## config.mk

```make
export PLATFORM = sky130hd
export DESIGN_NAME = ctl_alu_core
export DESIGN_NICKNAME = d
export VERILOG_FILES = /design/src/rtl/ctl_alu_pkg.sv /design/src/rtl/alu_operand_gate.sv /design/src/rtl/alu_func_core.sv /design/src/rtl/alu_status_gen.sv /design/src/rtl/ctl_alu_core.sv
export SDC_FILE = /design/constraint.sdc
export NUM_CORES = 1
export LEC_CHECK = 0
export ABC_AREA = 1
export BUFFER_PORTS_ARGS = -buffer_cell sky130_fd_sc_hd__buf_2
export CAP_MARGIN = 10
export CORE_MARGIN = 8
export CORE_UTILIZATION = 51
export DETAILED_ROUTE_END_ITERATION = 12
export PLACE_DENSITY = 0.81
export SLEW_MARGIN = 20
export SYNTH_ARGS = -nofsm -noshare
export SYNTH_HDL_FRONTEND = slang
export SYNTH_HIERARCHICAL = 1
export SYNTH_SLANG_ARGS = --single-unit
```

## constraint.sdc

```tcl
create_clock -name vclk -period 19.2
set_input_delay 3.84 -clock vclk [all_inputs]
set_output_delay 3.84 -clock vclk [all_outputs]
set_load 0.05 [all_outputs]
```

## src/rtl/ctl_alu_pkg.sv

```systemverilog
package ctl_alu_pkg;
  // Function code formed as {fn0, fn1}
  typedef enum logic [1:0] {
    FN_AND  = 2'b00,
    FN_OR   = 2'b01,
    FN_NOTR = 2'b10,
    FN_SUM  = 2'b11
  } alu_fn_e;

  function automatic alu_fn_e make_fn(input logic hi, input logic lo);
    return alu_fn_e'({hi, lo});
  endfunction
endpackage

```

## src/rtl/alu_operand_gate.sv

```systemverilog
module alu_operand_gate #(
  parameter int W = 32
) (
  input  logic [W-1:0] left_in,
  input  logic [W-1:0] right_in,
  input  logic         gate_l,
  input  logic         gate_r,
  input  logic         flip_l,
  output logic [W-1:0] left_eff,
  output logic [W-1:0] right_eff
);
  logic [W-1:0] left_gated;

  always_comb begin
    left_gated = gate_l ? left_in : '0;
    left_eff   = flip_l ? ~left_gated : left_gated;
    right_eff  = gate_r ? right_in : '0;
  end
endmodule

```

## src/rtl/alu_func_core.sv

```systemverilog
module alu_func_core
  import ctl_alu_pkg::*;
#(
  parameter int W      = 32,
  parameter bit RIPPLE = 1'b1
) (
  input  logic [W-1:0] a_eff,
  input  logic [W-1:0] b_eff,
  input  alu_fn_e      fn,
  input  logic         cin,
  output logic [W-1:0] res
);
  logic [W-1:0] sum;

  generate
    if (RIPPLE) begin : g_ripple
      logic [W-1:0] carry;
      assign carry[0] = cin;
      for (genvar i = 0; i < W; i++) begin : g_bit
        assign sum[i] = a_eff[i] ^ b_eff[i] ^ carry[i];
        if (i < W - 1) begin : g_cy
          assign carry[i+1] = (a_eff[i] & b_eff[i]) | (carry[i] & (a_eff[i] ^ b_eff[i]));
        end
      end
    end else begin : g_behav
      assign sum = a_eff + b_eff + {{(W-1){1'b0}}, cin};
    end
  endgenerate

  always_comb begin
    unique case (fn)
      FN_AND:  res = a_eff & b_eff;
      FN_OR:   res = a_eff | b_eff;
      FN_NOTR: res = ~b_eff;
      FN_SUM:  res = sum;
      default: res = '0;
    endcase
  end
endmodule

```

## src/rtl/alu_status_gen.sv

```systemverilog
module alu_status_gen #(
  parameter int W = 32
) (
  input  logic [W-1:0] res,
  output logic         neg,
  output logic         zero
);
  localparam int MSB = W - 1;

  always_comb begin
    neg  = res[MSB];
    zero = ~|res;
  end
endmodule

```

## src/rtl/ctl_alu_core.sv

```systemverilog
module ctl_alu_core
  import ctl_alu_pkg::*;
#(
  parameter int W      = 32,
  parameter bit RIPPLE = 1'b1
) (
  input  logic [W-1:0] opnd_left,
  input  logic [W-1:0] opnd_right,
  input  logic         fn0,
  input  logic         fn1,
  input  logic         gate_left,
  input  logic         gate_right,
  input  logic         flip_left,
  input  logic         carry_force,
  output logic [W-1:0] result,
  output logic         neg_flag,
  output logic         zero_flag
);
  logic [W-1:0] left_eff;
  logic [W-1:0] right_eff;
  alu_fn_e      fn_code;

  assign fn_code = make_fn(fn0, fn1);

  alu_operand_gate #(.W(W)) u_gate (
    .left_in   (opnd_left),
    .right_in  (opnd_right),
    .gate_l    (gate_left),
    .gate_r    (gate_right),
    .flip_l    (flip_left),
    .left_eff  (left_eff),
    .right_eff (right_eff)
  );

  alu_func_core #(.W(W), .RIPPLE(RIPPLE)) u_func (
    .a_eff (left_eff),
    .b_eff (right_eff),
    .fn    (fn_code),
    .cin   (carry_force),
    .res   (result)
  );

  alu_status_gen #(.W(W)) u_stat (
    .res  (result),
    .neg  (neg_flag),
    .zero (zero_flag)
  );
endmodule

```

### Word level (Yosys, flattened, before mapping)

Cells that the tools add are included.

| storage, ports and cells | value |
|---|---|
| word-level logic and storage cells | 171 |
| bits in registers | 0 |

| operators by class | value |
|---|---|
| muxes and demuxes | 4 |
| bitwise operators | 161 |
| reductions and logical operators | 3 |
| eq/ne operators | 3 |

Operators with widths:

| cell | count |
|---|---|
| 32-bit case mux with 4 select lines | 1 |
| 32-bit 2-to-1 mux | 3 |
| 32-bit inverter | 2 |
| 1-bit XOR | 64 |
| 1-bit AND | 62 |
| 32-bit AND | 1 |
| 32-bit bitwise OR | 1 |
| 32-bit OR reduction | 1 |
| 1-bit bitwise OR | 31 |
| 2-bit equality test (second input constant) | 2 |
| 2-bit by 1-bit equality test with 1-bit output (second input constant) | 1 |
| 2-bit zero test | 1 |
| 1-bit zero test | 1 |

### Depth between registers and ports, before layout

Gate-level depths: netlist of the first run.

| logic depth | value |
|---|---|
| depth in word-level cells | 70 |
| depth in mapped cells | 47 |
| depth with buffers taken out | 46 |

### Modules after synthesis

The synthesis of the first run kept the hierarchy.

By module, submodules not included:

| module | instances | cells each | seq. area each (um^2) | area each (um^2) |
|---|---|---|---|---|
| alu_func_core | 1 | 409 | 0.0 | 2,702.6 |
| alu_operand_gate | 1 | 210 | 0.0 | 920.9 |
| alu_status_gen | 1 | 32 | 0.0 | 123.9 |

### Worst setup path before layout of the first run

OpenSTA, ideal clock, no wires.

| path | value |
|---|---|
| path type | input port to output port |
| start point | input gate_left |
| end point | output zero_flag |
| slack | -2.385 ns |
| path buffers | 2 |
| cell stages on the path | 46 |
| arrival | 17.745 ns |
| cell sequence | buf_6 > buf_6 > nand3_1 > nand2_1 > inv_1 > fa_1 > fa_1 > fa_1 > fa_1 > fa_1 > fa_1 > fa_1 > fa_1 > fa_1 > fa_1 > fa_1 > fa_1 > fa_1 > (+10 left out) > fa_1 > fa_1 > fa_1 > fa_1 > fa_1 > fa_1 > inv_1 > fa_1 > inv_1 > fa_1 > inv_1 > nand2_1 > nand4_1 > nor2_1 > nand2_1 > nor2_1 > nand2_1 > nor2_1 |

| between the ends | value |
|---|---|
| elaborated cells on any way between the ends | 165 |

RTL lines:

| item | line | RTL |
|---|---|---|
| from (decl) | ctl_alu_core.sv:11 | `input logic gate_left,` |
| 32-bit 2-to-1 mux * | alu_operand_gate.sv:15 | `left_gated = gate_l ? left_in : '0;` |
| 32-bit inverter | alu_operand_gate.sv:16 | `left_eff = flip_l ? ~left_gated : left_gated;` |
| 32-bit 2-to-1 mux * | alu_operand_gate.sv:16 |  |
| net left_eff[0] | ctl_alu_core.sv:19 | `logic [W-1:0] left_eff;` |
| 1-bit XOR | alu_func_core.sv:22 | `assign carry[i+1] = (a_eff[i] & b_eff[i]) \| (carry[i] & (a_eff[i] ^ b_eff[i]));` |
| 1-bit AND | alu_func_core.sv:22 |  |
| 1-bit bitwise OR * | alu_func_core.sv:22 |  |
| 1-bit AND * | alu_func_core.sv:22 |  |
| (+54 left out) | - |  |
| 1-bit bitwise OR * | alu_func_core.sv:22 |  |
| 1-bit AND * | alu_func_core.sv:22 |  |
| 1-bit bitwise OR * | alu_func_core.sv:22 |  |
| 1-bit XOR * | alu_func_core.sv:20 | `assign sum[i] = a_eff[i] ^ b_eff[i] ^ carry[i];` |
| 32-bit case mux with 4 select lines * | alu_func_core.sv:31 | `unique case (fn)` |
| net result[30] | ctl_alu_core.sv:15 | `output logic [W-1:0] result,` |
| 32-bit OR reduction * | alu_status_gen.sv:12 | `zero = ~\|res;` |
| 1-bit zero test * | alu_status_gen.sv:12 |  |
| to (decl) | ctl_alu_core.sv:17 | `output logic zero_flag` |

Mark *: on every way through the listed nets, which the timed path passes. The rest lies on a longest branch.

### Final worst setup path of the first run

| path | value |
|---|---|
| start point | input opnd_left[0] |
| end point | output zero_flag |

| between the ends | value |
|---|---|
| cells in the longest elaborated chain, start to end | 70 |
| elaborated cells on any way between the ends | 104 |

Ends and longest elaborated chain:

| item | line | RTL |
|---|---|---|
| from (decl) | ctl_alu_core.sv:7 | `input logic [W-1:0] opnd_left,` |
| 32-bit 2-to-1 mux * | alu_operand_gate.sv:15 |  |
| 32-bit inverter | alu_operand_gate.sv:16 |  |
| 32-bit 2-to-1 mux * | alu_operand_gate.sv:16 |  |
| net left_eff[0] | ctl_alu_core.sv:19 |  |
| 1-bit XOR | alu_func_core.sv:20, alu_func_core.sv:22 |  |
| 1-bit AND | alu_func_core.sv:22 |  |
| 1-bit bitwise OR | alu_func_core.sv:22 |  |
| 1-bit AND | alu_func_core.sv:22 |  |
| (+55 left out) | - |  |
| 1-bit AND | alu_func_core.sv:22 |  |
| 1-bit bitwise OR | alu_func_core.sv:22 |  |
| 1-bit AND | alu_func_core.sv:22 |  |
| 1-bit bitwise OR | alu_func_core.sv:22 |  |
| 1-bit XOR | alu_func_core.sv:20 |  |
| 32-bit case mux with 4 select lines * | alu_func_core.sv:31 |  |
| 32-bit OR reduction * | alu_status_gen.sv:12 |  |
| 1-bit zero test * | alu_status_gen.sv:12 |  |

Marks and branches as above.

==> results of run 1 <==
[kinds of logic (layout without fill, tap and decap cells)]
group	Yosys count	after routing	synth area share [%]
and+or+nand+nor	358	358	39.3
buffers and inverters	198	299	22.8
adders and majority gates	95	95	37.9
[placed cells by master (no fill, tap or decap), drive strengths merged]
cell type	synthesis	layout
buf	30	131
nand3	36	36
inv	168	167
ha	64	64
nor2	24	24
clkinv	0	1
fa	31	31
nand4	31	31
nand2	267	267
[layout make-up]
cell class         instances  area (µm²)  area share (%)
repair buffers           131         793            17.3
well taps                 99         124            2.71
multi-input cells        453        3020            66.0
inverters                168         636            13.9
[path summary, 6_finish.rpt]
path | startpoint | endpoint | cells past startpoint
max | opnd_left[0] | zero_flag | 47
min | opnd_right[14] | result[14] | 7
[timing repair]
| item | 4_1_cts | 5_1_grt |
|---|---|---|
| gates resized for setup | 26 | 12 |
| pin swaps | 3 | 4 |
| gates cloned | 0 | 0 |
| setup endpoints to repair | 4 | 5 |
| buffers inserted | 2 | 3 |
[where the power goes]
part / switching [mW] / total (mW) / internal, mW
clock: 0 / 0 / 0
combinational: 0.0988 / 0.146 / 0.0473
sequential: 0 / 0 / 0
[metal layers]
layer	part of all wire, %	GRT usage [%]	vias to the layer above
met5	0	0	-
met4	0.44	1.72	0
met3	5.1	1.99	4
met2	53	36.6	83
met1	41	22.0	1770
li1	-	-	2064
[tightest hold or removal path, delay by kind of cell]
kind	cells	cell delay (ns)
buffers and inverters	4	0.44
and+or+nand+nor	3	0.19
==> impl_metrics.ini, run 1 <==
[power_and_ir_drop]
p_leak_nw = 2.85
power_density_nw_per_um2 = 31.9
vdd.ir_drop.worst_mv = 0.0292
fin_total_pwr_mw = 0.146

[placement]
preCtsSetupSlack_ns = -0.616
numPortBuffers = 104
dpl.hpwl_mm = 7.90
dpl_cell_area_um2 = 4460
place_inst = 849
gp_congestion = 0.857

[routing]
vias_per_cell = 4.61
drc = 0
first_pass_iters = 4
ant_nets = 0
drt-initial-drc-count = 163
drt-total-wl_mm = 9.97
wire_per_inst_um = 11.7
dr_total_vias = 3921

[setup_path]
critPathMaxFanout = 2
required_ns = 15.36
critPathTopFamily = adder cells
slowest_delay_ns = 0.50
crit_top_cell = fa_2
worst-path-buf-inv = 6
critical_path.slowest_cell = fa_2
crit_path_start_kind = primary input
critPathArrivalTime_ns = 15.89
end_kind = output pin
critPathKind = in2out

[status]
status = finished with violations
violations = negative setup slack

[timing]
worst_slack_ns = -0.529
fmax_ghz = 0.0507
final-setup-viol-count = 4
period_needed_ns = 19.73
worst_pin_slew_ns = 0.582
setup_tns_ns = -1.05
relSlewSlack_pct = 61.1
grt_setup_unrepaired = yes
final_max_slew_viol_count = 0
period_share_pct = 103
timing.hold.ws_ns = 8.32
hold_violations = 0

[yosys]
synth.area.top_cells = nand2_1 (27%), ha_1 (21%), fa_1 (17%)
synth_fp_nets = 816
syn_area_um2 = 3750
synth_top_area_share_pct = 26.7
synth_common_cells = nand2_1 (267), inv_1 (164), ha_1 (64)
yosysUniqueCellTypes = 13
synth.most_common_cell = nand2_1
syn_inst = 651
yosys.area.top_type = nand2_1
seq_area_frac_synth_pct = 0
synth_warnings = 6
syn_area_per_cell_um2 = 5.76

[flow_run]
max_cap_violations = 0

[floorplan]
die_h_um = 102
dieArea_um2 = 10300
initial_utilization_pct = 52.2
coreArea_um2 = 7180
die_w_um = 102
rows = 31
io_pins = 104

[global_routing]
track_usage_pct = 18.8
grt_pass1_vias = 3858
overflow = 0
antenna_found_initial = 0
grt_max_degree = 43
grt_pass1_wl_mm = 16.4

[finish]
num_antenna_cells = 0
instances_no_fill = 851
finalNetCount = 919
finish.utilization_pct = 63.7
register_area_um2 = 0
drive_gt1_share_pct = 24.6
clkbuf_count = 0
seq_cell_count = 0
fill_cells = 672
design_area_um2 = 4570
area_growth_pct = 22.0

[hold_path]
hold_class = in2out

[clock_network]
hold_buffers = 0
(Power assumes the default switching activity.)
==> inputs of run 2 (changes only) <==
--- a/config.mk
+++ b/config.mk
@@ -5,11 +5,10 @@
 export SDC_FILE = /design/constraint.sdc
 export NUM_CORES = 1
 export LEC_CHECK = 0
-export ABC_AREA = 1
 export BUFFER_PORTS_ARGS = -buffer_cell sky130_fd_sc_hd__buf_2
 export CAP_MARGIN = 10
 export CORE_MARGIN = 8
-export CORE_UTILIZATION = 51
+export CORE_UTILIZATION = 50
 export DETAILED_ROUTE_END_ITERATION = 12
 export PLACE_DENSITY = 0.81
 export SLEW_MARGIN = 20
==> impl_metrics.ini, run 2 <==
[routing]
ant_nets = 0
first_pass_iters = 4
drc = 0
drt-initial-drc-count = 54
vias_per_cell = 4.87
dr_total_vias = 2871
drt-total-wl_mm = 9.12
wire_per_inst_um = 15.5

[yosys]
synth.area.top_cells = ha_1 (23%), mux4_2 (19%), fa_1 (18%)
synth_fp_nets = 547
syn_area_per_cell_um2 = 9.14
synth_warnings = 6
syn_inst = 382
yosysUniqueCellTypes = 17
synth_top_area_share_pct = 22.9
seq_area_frac_synth_pct = 0
synth.most_common_cell = inv_1
synth_common_cells = inv_1 (129), ha_1 (64), xnor2_1 (33)
yosys.area.top_type = ha_1
syn_area_um2 = 3490

[placement]
preCtsSetupSlack_ns = -1.22
dpl.hpwl_mm = 7.56
numPortBuffers = 104
place_inst = 585
gp_congestion = 0.870

[setup_path]
critPathArrivalTime_ns = 16.50
worst-path-buf-inv = 6
critPathTopFamily = adder cells
critical_path.slowest_cell = fa_2
critPathKind = in2out
crit_top_cell = fa_2
slowest_delay_ns = 0.52
end_kind = output pin
critPathMaxFanout = 2
crit_path_start_kind = primary input
required_ns = 15.36

[timing]
grt_setup_unrepaired = yes
fmax_ghz = 0.0492
period_share_pct = 106
hold_violations = 0
final_max_slew_viol_count = 0
worst_pin_slew_ns = 0.778
worst_slack_ns = -1.14
final-setup-viol-count = 6
relSlewSlack_pct = 48.2
timing.hold.ws_ns = 8.47
period_needed_ns = 20.34

[global_routing]
overflow = 0
grt_pass1_wl_mm = 15.0
grt_max_degree = 33
track_usage_pct = 18.4
antenna_found_initial = 1
grt_pass1_vias = 3279

[power_and_ir_drop]
internal_power_mw = 0.0686
power_switching_mw = 0.111
p_leak_nw = 2.27
power_frac_comb_pct = 100.0
vdd.ir_drop.worst_mv = 0.0265
fin_total_pwr_mw = 0.180
seq_power_share_pct = 0
swShare_pct = 61.9
power_density_nw_per_um2 = 41.1
p_clk_share_pct = 0

[finish]
instances_no_fill = 589
multi_input_area_um2 = 2970
seq_cell_count = 0
clkbuf_count = 0
num_antenna_cells = 0
area_growth_pct = 25.2
mostFrequentLayoutCells = inv_1 (124), buf_2 (94), ha_1 (64)
register_area_um2 = 0
finish.utilization_pct = 64.4
layout_commonest_cell = inv_1
drive_gt1_share_pct = 40.8
fill_cells = 530
finalNetCount = 660

[floorplan]
rows = 30
io_pins = 104
dieArea_um2 = 9920
die_h_um = 99.6
coreArea_um2 = 6790
initial_utilization_pct = 51.4
die_w_um = 99.6

[flow_run]
max_cap_violations = 0

[clock_network]
hold_buffers = 0

[hold_path]
hold_class = in2out

[status]
violations = negative setup slack
status = finished with violations
-- run 2: cell types whose count changed after synthesis, sizes merged --
cell,delta
clkbuf,+3
buf,-15
nor2,-23
nor4,+8
xnor2,+33
inv,-39
nand4,-29
nand2,-235
nand3,-36
mux4,+32
and2,+32
-- run 2: timing repair --
action	4_1_cts	5_1_grt
resized for setup	27	10
endpoints found under the setup margin	6	7
buffers inserted	4	2
cloned	0	0
pin swaps	1	2
-- run 2: final cells by class --
class | instances | area share, %
multi-input cells | 235 | 67.9
repair buffers | 129 | 18.3
inverters | 129 | 11.1
well taps | 96 | 2.75
-- run 2: cell families (layout without fill, tap and decap cells) --
kind of cell	Yosys count	in the layout	synth area share (%)
mux	32	32	20.8
xor+xnor	33	33	8.27
buf+inv	147	258	18.9
fa+ha+maj	95	95	40.7
simple gates	75	75	11.2
-- run 2: layer usage --
metal / vias to the layer above / GRT usage [%] / share of wire (%) / wire (µm)
li1: 1344 / - / - / -
met1: 1411 / 20.5 / 39 / 3530
met2: 92 / 35.5 / 54 / 4880
met3: 22 / 2.30 / 5.0 / 453
met4: 2 / 4.54 / 2.7 / 245
met5: - / 0 / 0.099 / 9
-- run 2: power by group through the flow --
stage	logic, mW	clock network, mW	registers [mW]
CTS	0.179	0	0
global route	0.195	0	0
floorplan	0.129	0	0
global placement	0.162	0	0
detailed placement	0.171	0	0
finish	0.180	0	0
-- run 2: worst paths after layout --
| path | end | cells past startpoint | from | slack [ns] |
|---|---|---|---|---|
| setup / recovery | zero_flag | 43 | opnd_left[0] | -1.14 |
| hold / removal | result[28] | 5 | opnd_right[28] | 8.47 |
-- run 2: through the flow --
stage	instance area, µm²	TNS (ns)
floorplan	3620	-0.972
global placement	4220	-2.66
detailed placement	4220	-3.57
CTS	4350	-3.27
global route	4370	-5.00
finish	4370	-3.65
